[src/rtl/pulse_spi_bridge_pkg.sv]
package pulse_spi_bridge_pkg;

  typedef enum logic [1:0] {
    SYM_OPEN  = 2'd0,
    SYM_CLOSE = 2'd1,
    SYM_ONE   = 2'd2,
    SYM_ZERO  = 2'd3
  } sym_e;

  typedef enum logic [2:0] {
    ST_IDLE,
    ST_READY,
    ST_SETUP,
    ST_PULSE,
    ST_RESP
  } state_e;

  typedef enum logic [1:0] {
    PH_SETUP,
    PH_PULSE,
    PH_RESP
  } phase_e;

endpackage

[src/rtl/psb_sym_decode.sv]
module psb_sym_decode
  import pulse_spi_bridge_pkg::*;
(
  input  logic       valid_i,
  input  logic [1:0] code_i,
  output logic       open_o,
  output logic       close_o,
  output logic       data_o,
  output logic       bit_o
);

  always_comb begin
    open_o  = valid_i && (code_i == SYM_OPEN);
    close_o = valid_i && (code_i == SYM_CLOSE);
    data_o  = valid_i && ((code_i == SYM_ONE) || (code_i == SYM_ZERO));
    bit_o   = (code_i == SYM_ONE);
  end

endmodule

[src/rtl/psb_interval_timer.sv]
module psb_interval_timer #(
  parameter int unsigned CW      = 6,
  parameter int unsigned MAX_CYC = 47
) (
  input  logic          clk_i,
  input  logic          rst_ni,
  input  logic          load_i,
  input  logic [CW-1:0] len_m1_i,
  output logic          done_o
);

  logic [CW-1:0] cnt_q;

  always_ff @(posedge clk_i or negedge rst_ni) begin
    if (!rst_ni)           cnt_q <= '0;
    else if (load_i)       cnt_q <= len_m1_i;
    else if (cnt_q != '0)  cnt_q <= cnt_q - 1'b1;
  end

  assign done_o = (cnt_q == '0);

  // counter never exceeds the longest interval
  a_r4_cnt_bound: assert property (@(posedge clk_i) disable iff (!rst_ni)
    32'(cnt_q) < MAX_CYC);

  a_r5_cnt_down: assert property (@(posedge clk_i) disable iff (!rst_ni)
    (!load_i && cnt_q != '0) |=> (cnt_q == $past(cnt_q) - 1'b1));

endmodule

[src/rtl/pulse_spi_bridge.sv]
module pulse_spi_bridge
  import pulse_spi_bridge_pkg::*;
#(
  parameter int unsigned FAST_SETUP_CYC = 5,
  parameter int unsigned FAST_PULSE_CYC = 5,
  parameter int unsigned FAST_RESP_CYC  = 5,
  parameter int unsigned SLOW_SETUP_CYC = 45,
  parameter int unsigned SLOW_PULSE_CYC = 45,
  parameter int unsigned SLOW_RESP_CYC  = 45
) (
  input  logic       clk_i,
  input  logic       rst_ni,
  input  logic       sym_valid_i,
  input  logic [1:0] sym_code_i,
  input  logic       cfg_pol_i,
  input  logic       cfg_pha_i,
  input  logic       cfg_slow_i,
  input  logic       spi_miso_i,
  output logic       spi_cs_no,
  output logic       spi_sck_o,
  output logic       spi_mosi_o,
  output logic       reply_neg_o
);

  localparam int unsigned MAX_F   = (FAST_SETUP_CYC > FAST_PULSE_CYC) ?
                                    ((FAST_SETUP_CYC > FAST_RESP_CYC) ? FAST_SETUP_CYC : FAST_RESP_CYC) :
                                    ((FAST_PULSE_CYC > FAST_RESP_CYC) ? FAST_PULSE_CYC : FAST_RESP_CYC);
  localparam int unsigned MAX_S   = (SLOW_SETUP_CYC > SLOW_PULSE_CYC) ?
                                    ((SLOW_SETUP_CYC > SLOW_RESP_CYC) ? SLOW_SETUP_CYC : SLOW_RESP_CYC) :
                                    ((SLOW_PULSE_CYC > SLOW_RESP_CYC) ? SLOW_PULSE_CYC : SLOW_RESP_CYC);
  localparam int unsigned MAX_CYC = (MAX_F > MAX_S) ? MAX_F : MAX_S;
  localparam int unsigned CW      = $clog2(MAX_CYC + 1);

  function automatic logic [CW-1:0] len_m1(input phase_e ph, input logic slow);
    int unsigned n;
    case (ph)
      PH_SETUP: n = slow ? SLOW_SETUP_CYC : FAST_SETUP_CYC;
      PH_PULSE: n = slow ? SLOW_PULSE_CYC : FAST_PULSE_CYC;
      default:  n = slow ? SLOW_RESP_CYC  : FAST_RESP_CYC;
    endcase
    return CW'(n - 1);
  endfunction

  logic sym_open, sym_close, sym_data, sym_bit;
  logic tmr_load, tmr_done;
  logic [CW-1:0] tmr_len;

  state_e state_q, state_d;
  logic cs_n_q, cs_n_d;
  logic mosi_q, mosi_d;
  logic pulse_q, pulse_d;
  logic reply_q, reply_d;
  logic pol_q, pha_q, slow_q;

  psb_sym_decode u_dec (
    .valid_i (sym_valid_i),
    .code_i  (sym_code_i),
    .open_o  (sym_open),
    .close_o (sym_close),
    .data_o  (sym_data),
    .bit_o   (sym_bit)
  );

  psb_interval_timer #(.CW(CW), .MAX_CYC(MAX_CYC)) u_tmr (
    .clk_i    (clk_i),
    .rst_ni   (rst_ni),
    .load_i   (tmr_load),
    .len_m1_i (tmr_len),
    .done_o   (tmr_done)
  );

  always_comb begin
    state_d  = state_q;
    cs_n_d   = cs_n_q;
    mosi_d   = mosi_q;
    pulse_d  = pulse_q;
    reply_d  = 1'b0;
    tmr_load = 1'b0;
    tmr_len  = '0;
    if (sym_open) begin
      // open or restart: profile comes from the live SLOW input
      state_d  = ST_RESP;
      cs_n_d   = 1'b0;
      pulse_d  = 1'b0;
      tmr_load = 1'b1;
      tmr_len  = len_m1(PH_RESP, cfg_slow_i);
    end else if (sym_close) begin
      state_d = ST_IDLE;
      cs_n_d  = 1'b1;
      pulse_d = 1'b0;
    end else begin
      unique case (state_q)
        ST_READY: if (sym_data) begin
          state_d  = ST_SETUP;
          mosi_d   = sym_bit;
          tmr_load = 1'b1;
          tmr_len  = len_m1(PH_SETUP, slow_q);
        end
        ST_SETUP: if (tmr_done) begin
          state_d  = ST_PULSE;
          pulse_d  = 1'b1;
          tmr_load = 1'b1;
          tmr_len  = len_m1(PH_PULSE, slow_q);
        end
        ST_PULSE: if (tmr_done) begin
          state_d  = ST_RESP;
          pulse_d  = 1'b0;
          tmr_load = 1'b1;
          tmr_len  = len_m1(PH_RESP, slow_q);
        end
        ST_RESP: if (tmr_done) begin
          state_d = ST_READY;
          reply_d = !spi_miso_i;
        end
        default: ;
      endcase
    end
  end

  always_ff @(posedge clk_i or negedge rst_ni) begin
    if (!rst_ni) begin
      state_q <= ST_IDLE;
      cs_n_q  <= 1'b1;
      mosi_q  <= 1'b0;
      pulse_q <= 1'b0;
      reply_q <= 1'b0;
      pol_q   <= 1'b0;
      pha_q   <= 1'b0;
      slow_q  <= 1'b0;
    end else begin
      state_q <= state_d;
      cs_n_q  <= cs_n_d;
      mosi_q  <= mosi_d;
      pulse_q <= pulse_d;
      reply_q <= reply_d;
      if (sym_open) begin
        pol_q  <= cfg_pol_i;
        pha_q  <= cfg_pha_i;
        slow_q <= cfg_slow_i;
      end
    end
  end

  // resting level while selected; PHA=1 parks SCK at the active level
  assign spi_sck_o   = cs_n_q ? cfg_pol_i : ((pha_q ? !pol_q : pol_q) ^ pulse_q);
  assign spi_cs_no   = cs_n_q;
  assign spi_mosi_o  = mosi_q;
  assign reply_neg_o = reply_q;

  a_r2_open_selects: assert property (@(posedge clk_i) disable iff (!rst_ni)
    sym_open |=> (!spi_cs_no &&
                  spi_sck_o == ($past(cfg_pha_i) ? !$past(cfg_pol_i) : $past(cfg_pol_i))));

  a_r3_reply_only_on_low: assert property (@(posedge clk_i) disable iff (!rst_ni)
    reply_neg_o |-> ($past(!spi_miso_i) && !spi_cs_no));

  a_r4_mosi_changes_on_accept: assert property (@(posedge clk_i) disable iff (!rst_ni)
    !$stable(spi_mosi_o) |-> (state_q == ST_SETUP));

  a_r7_close_deselects: assert property (@(posedge clk_i) disable iff (!rst_ni)
    sym_close |=> (spi_cs_no && !reply_neg_o));

  a_r8_idle_no_reply: assert property (@(posedge clk_i) disable iff (!rst_ni)
    spi_cs_no |-> !reply_neg_o);

endmodule

[config.mk]
export PLATFORM = sky130hd
export DESIGN_NAME = pulse_spi_bridge
export DESIGN_NICKNAME = d
export VERILOG_FILES = /design/src/rtl/pulse_spi_bridge_pkg.sv /design/src/rtl/psb_sym_decode.sv /design/src/rtl/psb_interval_timer.sv /design/src/rtl/pulse_spi_bridge.sv
export SDC_FILE = /design/constraint.sdc
export NUM_CORES = 1
export LEC_CHECK = 0
export BUFFER_PORTS_ARGS = -buffer_cell sky130_fd_sc_hd__buf_2
export CORE_MARGIN = 1
export CORE_UTILIZATION = 40
export CTS_BUF_LIST = sky130_fd_sc_hd__clkbuf_8 sky130_fd_sc_hd__clkbuf_16
export CTS_CLUSTER_SIZE = 24
export DETAILED_ROUTE_END_ITERATION = 7
export GPL_TIMING_DRIVEN = 0
export PLACE_DENSITY = 0.6
export SLEW_MARGIN = 20
export SYNTH_ARGS = -nofsm -noshare
export SYNTH_HDL_FRONTEND = slang
export SYNTH_HIERARCHICAL = 1
export SYNTH_SLANG_ARGS = --single-unit
[constraint.sdc]
create_clock -name clk_i -period 2.5 [get_ports clk_i]
set_input_delay 0 -clock clk_i [delete_from_list [all_inputs] [get_ports clk_i]]
set_output_delay 0 -clock clk_i [all_outputs]
set_load 0.02 [all_outputs]
# Word-level counts from Yosys, hierarchy flattened
# Index checks and enable logic that the tools add are counted.
dict set report op_classes {
  add_sub_neg 5
  muxes 47
  n_reduce_logical 17
  n_bitwise 3
  n_eq_ne 11
}
# operator n
set ops {}
lappend ops {{two-way mux 6 bit} 21}
lappend ops {{subtractor 6 x 1 -> 6 bit, second input constant} 5}
lappend ops {{two-way mux 3 bit} 6}
lappend ops {{case mux 6 bit (3 select lines)} 1}
lappend ops {{two-way mux 1 bit} 16}
lappend ops {{!= test 4 bit, second input constant} 4}
lappend ops {{case mux 3 bit (4 select lines)} 1}
lappend ops {{nonzero test 6 bit} 2}
lappend ops {{== test 3 x 2 -> 1 bit, second input constant} 2}
lappend ops {{zero test 6 bit} 1}
lappend ops {{AND reduction 5 bit} 1}
lappend ops {{== test 2 bit, second input constant} 2}
lappend ops {{case mux 1 bit (2 select lines)} 2}
lappend ops {{AND reduction 4 bit} 1}
lappend ops {{nonzero test 2 bit} 2}
lappend ops {{nonzero test 4 bit} 1}
lappend ops {{== test 3 x 1 -> 1 bit, second input constant} 1}
lappend ops {{== test 3 bit, second input constant} 1}
lappend ops {{logical AND 1 bit} 3}
lappend ops {{AND reduction 3 bit} 1}
lappend ops {{== test 2 x 1 -> 1 bit, second input constant} 1}
lappend ops {{zero test 1 bit} 2}
lappend ops {{zero test 2 bit} 1}
lappend ops {{inverter 1 bit} 2}
lappend ops {{other kinds (3)} 3}
dict set report totals {
  elab_cells 92
  in_bits 9
  register_bits 16
  output_inout_bits 4
}

# Depth between registers and ports, before layout
dict set report depth {
  depth_word 13
  ltp_mapped 10
  ltp_nobuf 9
}

# By module
# The synthesis kept the hierarchy.
# mod cells_per_inst n_inst area_per_inst_um2 seq_area_each_um2
set modules_own_cells {}
lappend modules_own_cells {pulse_spi_bridge 58 1 585.6 251.5}
lappend modules_own_cells {psb_interval_timer 40 1 400.4 150.1}
lappend modules_own_cells {psb_sym_decode 4 1 32.5 0.0}

# Worst setup path after synthesis
# No wires, ideal clock.
dict set report synth_timing {
  path_type {reg-to-reg}
  start {register u_tmr.cnt_q[4]}
  end {register u_tmr.cnt_q[0]}
  path_stages_with_launch 9
  synth_period_minus_slack_ns 1.984
  n_path_buf 2
  arrival_ns 1.834
  setup_slack_ns 0.516
  required_ns 2.351
  setup_ns 0.149
  cell_sequence {dfrtp_1 > nor4_2 > and2_4 > buf_6 > nand2_1 > o21ai_1 > a21o_1 > clkbuf_1 > a221oi_1}
}
dict set report synth_via {
  elab_chain_len 6
  elab_cells_between_ends 13
  classes_between {mux: 10; reduce/logical: 3}
}
# element line
set synth_lines {}
lappend synth_lines {{start: declaration} psb_interval_timer.sv:12} ;# logic [CW-1:0] cnt_q;
lappend synth_lines {{start signal: assignment} psb_interval_timer.sv:16} ;# else if (load_i) cnt_q <= len_m1_i;
lappend synth_lines {{start signal: assignment} psb_interval_timer.sv:17} ;# else if (cnt_q != '0) cnt_q <= cnt_q - 1'b1;
lappend synth_lines {{zero test 6 bit (*)} psb_interval_timer.sv:20} ;# assign done_o = (cnt_q == '0);
lappend synth_lines {{via tmr_done} pulse_spi_bridge.sv:45} ;# logic tmr_load, tmr_done;
lappend synth_lines {{two-way mux 6 bit, or another cell as far along} pulse_spi_bridge.sv:105} ;# ST_PULSE: if (tmr_done) begin
lappend synth_lines {{case mux 6 bit (3 select lines) / case mux 1 bit (2 select lines) (equally long branches)} pulse_spi_bridge.sv:92} ;# unique case (state_q)
lappend synth_lines {{two-way mux 6 bit / two-way mux 1 bit (equally long branches)} pulse_spi_bridge.sv:87} ;# end else if (sym_close) begin
lappend synth_lines {{two-way mux 6 bit / two-way mux 1 bit (equally long branches)} pulse_spi_bridge.sv:80} ;# if (sym_open) begin
lappend synth_lines {{two-way mux 6 bit / nonzero test 2 bit (equally long branches)} n/a}
# The timed path passes the listed nets; every way through them passes the cells marked *.
# A chain may end at the register's enable or synchronous reset.

# Final worst setup path
dict set report layout_timing {
  start {register u_tmr.cnt_q[2]}
  end {register u_tmr.cnt_q[5]}
}
# The elaborated chain is that of the path after synthesis.

==> results.py <==
metrics = {
    "timing": {
        "hold_viol_final": 0,
        "min_period_ns": 2.15,
        "finalSetupTns_ns": 0,
        "hold_slack_ns": 0.105,
        "setup_viol": 0,
        "rsz0062_at_grt": "false",
        "finClkSkew_ns": 0.00512,
        "maxSlewViolCount": 0,
        "fin_crit_sh_pct": 85.9,
        "fmax_ghz": 0.466,
    },
    "worst_setup_path": {
        "path_class": "reg2reg",
        "critPathTopFamily": "simple AND/OR/NAND/NOR gates",
        "critical_path.startpoint_type": "register",
        "critPathMostFrequentCell": "nand2_1",
        "startpoint": "u_tmr/cnt_q[2]",
        "r2r_start": "u_tmr/cnt_q[2]",
        "worst_ep_required_time_ns": 2.64,
        "cp_num_buf_inv": 2,
        "cpMaxStageDelayCell": "dfrtp_1",
        "cp_max_fo": 13,
        "endpoint_kind": "register",
        "path_cells": "nor4_2 -> and2_4 -> buf_6 -> nand2_1 -> o21ai_1 -> a21o_1 -> clkbuf_2 -> nand2_1 -> o41ai_2",
        "worstPathArrival_ns": 2.29,
        "cp_slowest_stage_delay_ns": 0.43,
    },
    "clock_tree": {
        "clk_pin_slew_ns": 0.07,
        "cts.sinks": 16,
        "clk_latency_ns": 0.25,
        "clock_path_buffers": 2,
        "cts_root_buf": "clkbuf_8",
        "cts_setup_buffers": 0,
        "htreeDepth": 1,
        "numCtsBuffers": 3,
        "cts_tree": "yes",
    },
    "synth": {
        "async_reset_ff_share_pct": 100,
        "synth_edf_count": 0,
        "syn-cell-area_um2": 1020,
        "synth.avg_cell_area_um2": 9.99,
        "yosysWarnings": 6,
        "ys_ff_latch": 16,
        "ys_types": 46,
        "synthCells": 102,
        "synth-main-ff-cell": "dfrtp_1",
        "yosysSeqAreaShare_pct": 39.4,
    },
    "global_route": {
        "grt_start_max_net_pins": 17,
        "grt_pass1_wl_um": 3390,
        "grt_pass1_vias": 780,
        "grt_usage_pct": 16.8,
        "grt-ovfl-total": 0,
        "antenna_found_initial": 0,
    },
    "floorplanning": {
        "coreArea_um2": 2300,
        "die_h_um": 52.5,
        "initial_core_util_pct": 44.3,
        "die_area_um2": 2750,
        "ioPinCount": 13,
        "die_w_um": 52.5,
        "rows": 17,
    },
    "drt": {
        "drtPass1Iterations": 4,
        "drt_iter0_drc": 7,
        "drc_errors": 0,
        "finalWirelength_um": 1900,
        "routed_via_density": 5.22,
        "met3_length_um": 30,
        "dr_wl_met2_um": 949,
        "wl_met1_um": 915,
        "antenna_left": 0,
        "routed.top_layer": "met4",
        "via_count": 793,
        "avgRoutedWirePerCell_um": 12.5,
    },
    "finish": {
        "num_antenna_cells": 0,
        "largest_reg_flops": 6,
        "synthToLayoutAreaGrowth_pct": 19.5,
        "reg_top3": "u_tmr/cnt_q: 6 flops, state_q: 3 flops",
        "final_common_cell": "dfrtp_1",
        "layout_common_cells": "dfrtp_1, buf_2, nand2_1",
        "fin_util_pct": 53.0,
        "layout-drive-gt1-share_pct": 27.4,
        "largest_register": "u_tmr/cnt_q",
        "nFillCells": 228,
        "fin_nets": 136,
    },
    "place": {
        "place_congestion": 0.759,
        "portBuffers": 12,
        "dp_hpwl_um": 1330,
    },
    "pwr": {
        "p_leak_nw": 0.572,
        "p_per_area_nw_per_um2": 994,
        "irDropWorstVdd_mv": 0.490,
    },
    "run": {
        "max_cap_violations": 0,
    },
    "hold_path": {
        "hold_path_startpoint": "cfg_slow_i",
        "hold_class": "in2reg",
    },
    "outcome": {
        "status": "completed",
    },
}
[tightest hold or removal path, stage by stage]
cell and delay (ns):
buf_2 0.08, and2_1 0.13, or2_1 0.11
[through the flow]
stage / std cells / power [W] / setup slack [ns] / area, um2
after floorplan: 104 / 0.000874 / 0.516 / 1030
after global placement: 144 / 0.000969 / 0.206 / 1120
after detailed placement: 144 / 0.000984 / 0.191 / 1120
after CTS: 152 / 0.00122 / 0.179 / 1220
after global routing: 152 / 0.00132 / 0.138 / 1220
final: 152 / 0.00121 / 0.353 / 1220
[cell families after synthesis]
kind of cell	synth area share, %
simple gates	25.8
compound gates	14.5
flops	39.4
buf+inv	7.49
xor+xnor	4.30
mux	5.65
fa+ha+maj	2.46
other cells	0.368
[worst paths after layout]
check                            endpoint  slack [ns]  depth (start not counted)
setup / recovery           u_tmr/cnt_q[5]        0.35                          9
hold / removal                     slow_q        0.10                          3
setup reg to reg           u_tmr/cnt_q[5]        0.35                          9
hold reg to reg                     pol_q        0.50                          1
max in group asynchronous       spi_cs_no        1.99                          2
min in group asynchronous  u_tmr/cnt_q[2]        0.20                          2
[synth_stat cells, drive strengths merged (3+ instances only)]
cell type / n / area (um2)
o31ai: 3 / 22.5
o21ai: 3 / 15.0
nand2b: 3 / 18.8
nor3b: 3 / 22.5
nor2: 8 / 30.0
nor3: 4 / 36.3
xnor2: 4 / 35.0
a21o: 3 / 23.8
nand2: 10 / 37.5
inv: 6 / 22.5
buf: 5 / 50.0
mux2: 3 / 37.5
dfrtp: 15 / 375
and2: 3 / 22.5
[power breakdown]
| part | switching, W | internal (W) |
|---|---|---|
| Sequential | 0.0000764 | 0.000349 |
| Clock | 0.0000890 | 0.000139 |
| Combinational | 0.000275 | 0.000281 |
[cell type report]
class	count	area [um2]	share of cell area [%]
Tap cell	28	35.0	2.88
Clock buffer	4	55.1	4.52
Sequential cell	16	402	33.0
Multi-Input combinational cell	76	548	45.0
Timing Repair Buffer	16	100	8.22
Buffer	6	55.1	4.52
Inverter	6	22.5	1.85
[layer usage]
metal	vias to the layer above	track usage, %
met5	-	0
met4	0	6.14
met3	2	2.61
met2	10	28.1
met1	388	21.5
li1	393	-
[what timing repair did]
action,in CTS,in global routing
setup endpoints to repair,0,5
gates resized for setup,0,2
hold endpoints to repair,19,0
hold buffers,4,0
No activity file was read; power rests on OpenSTA's default activity.
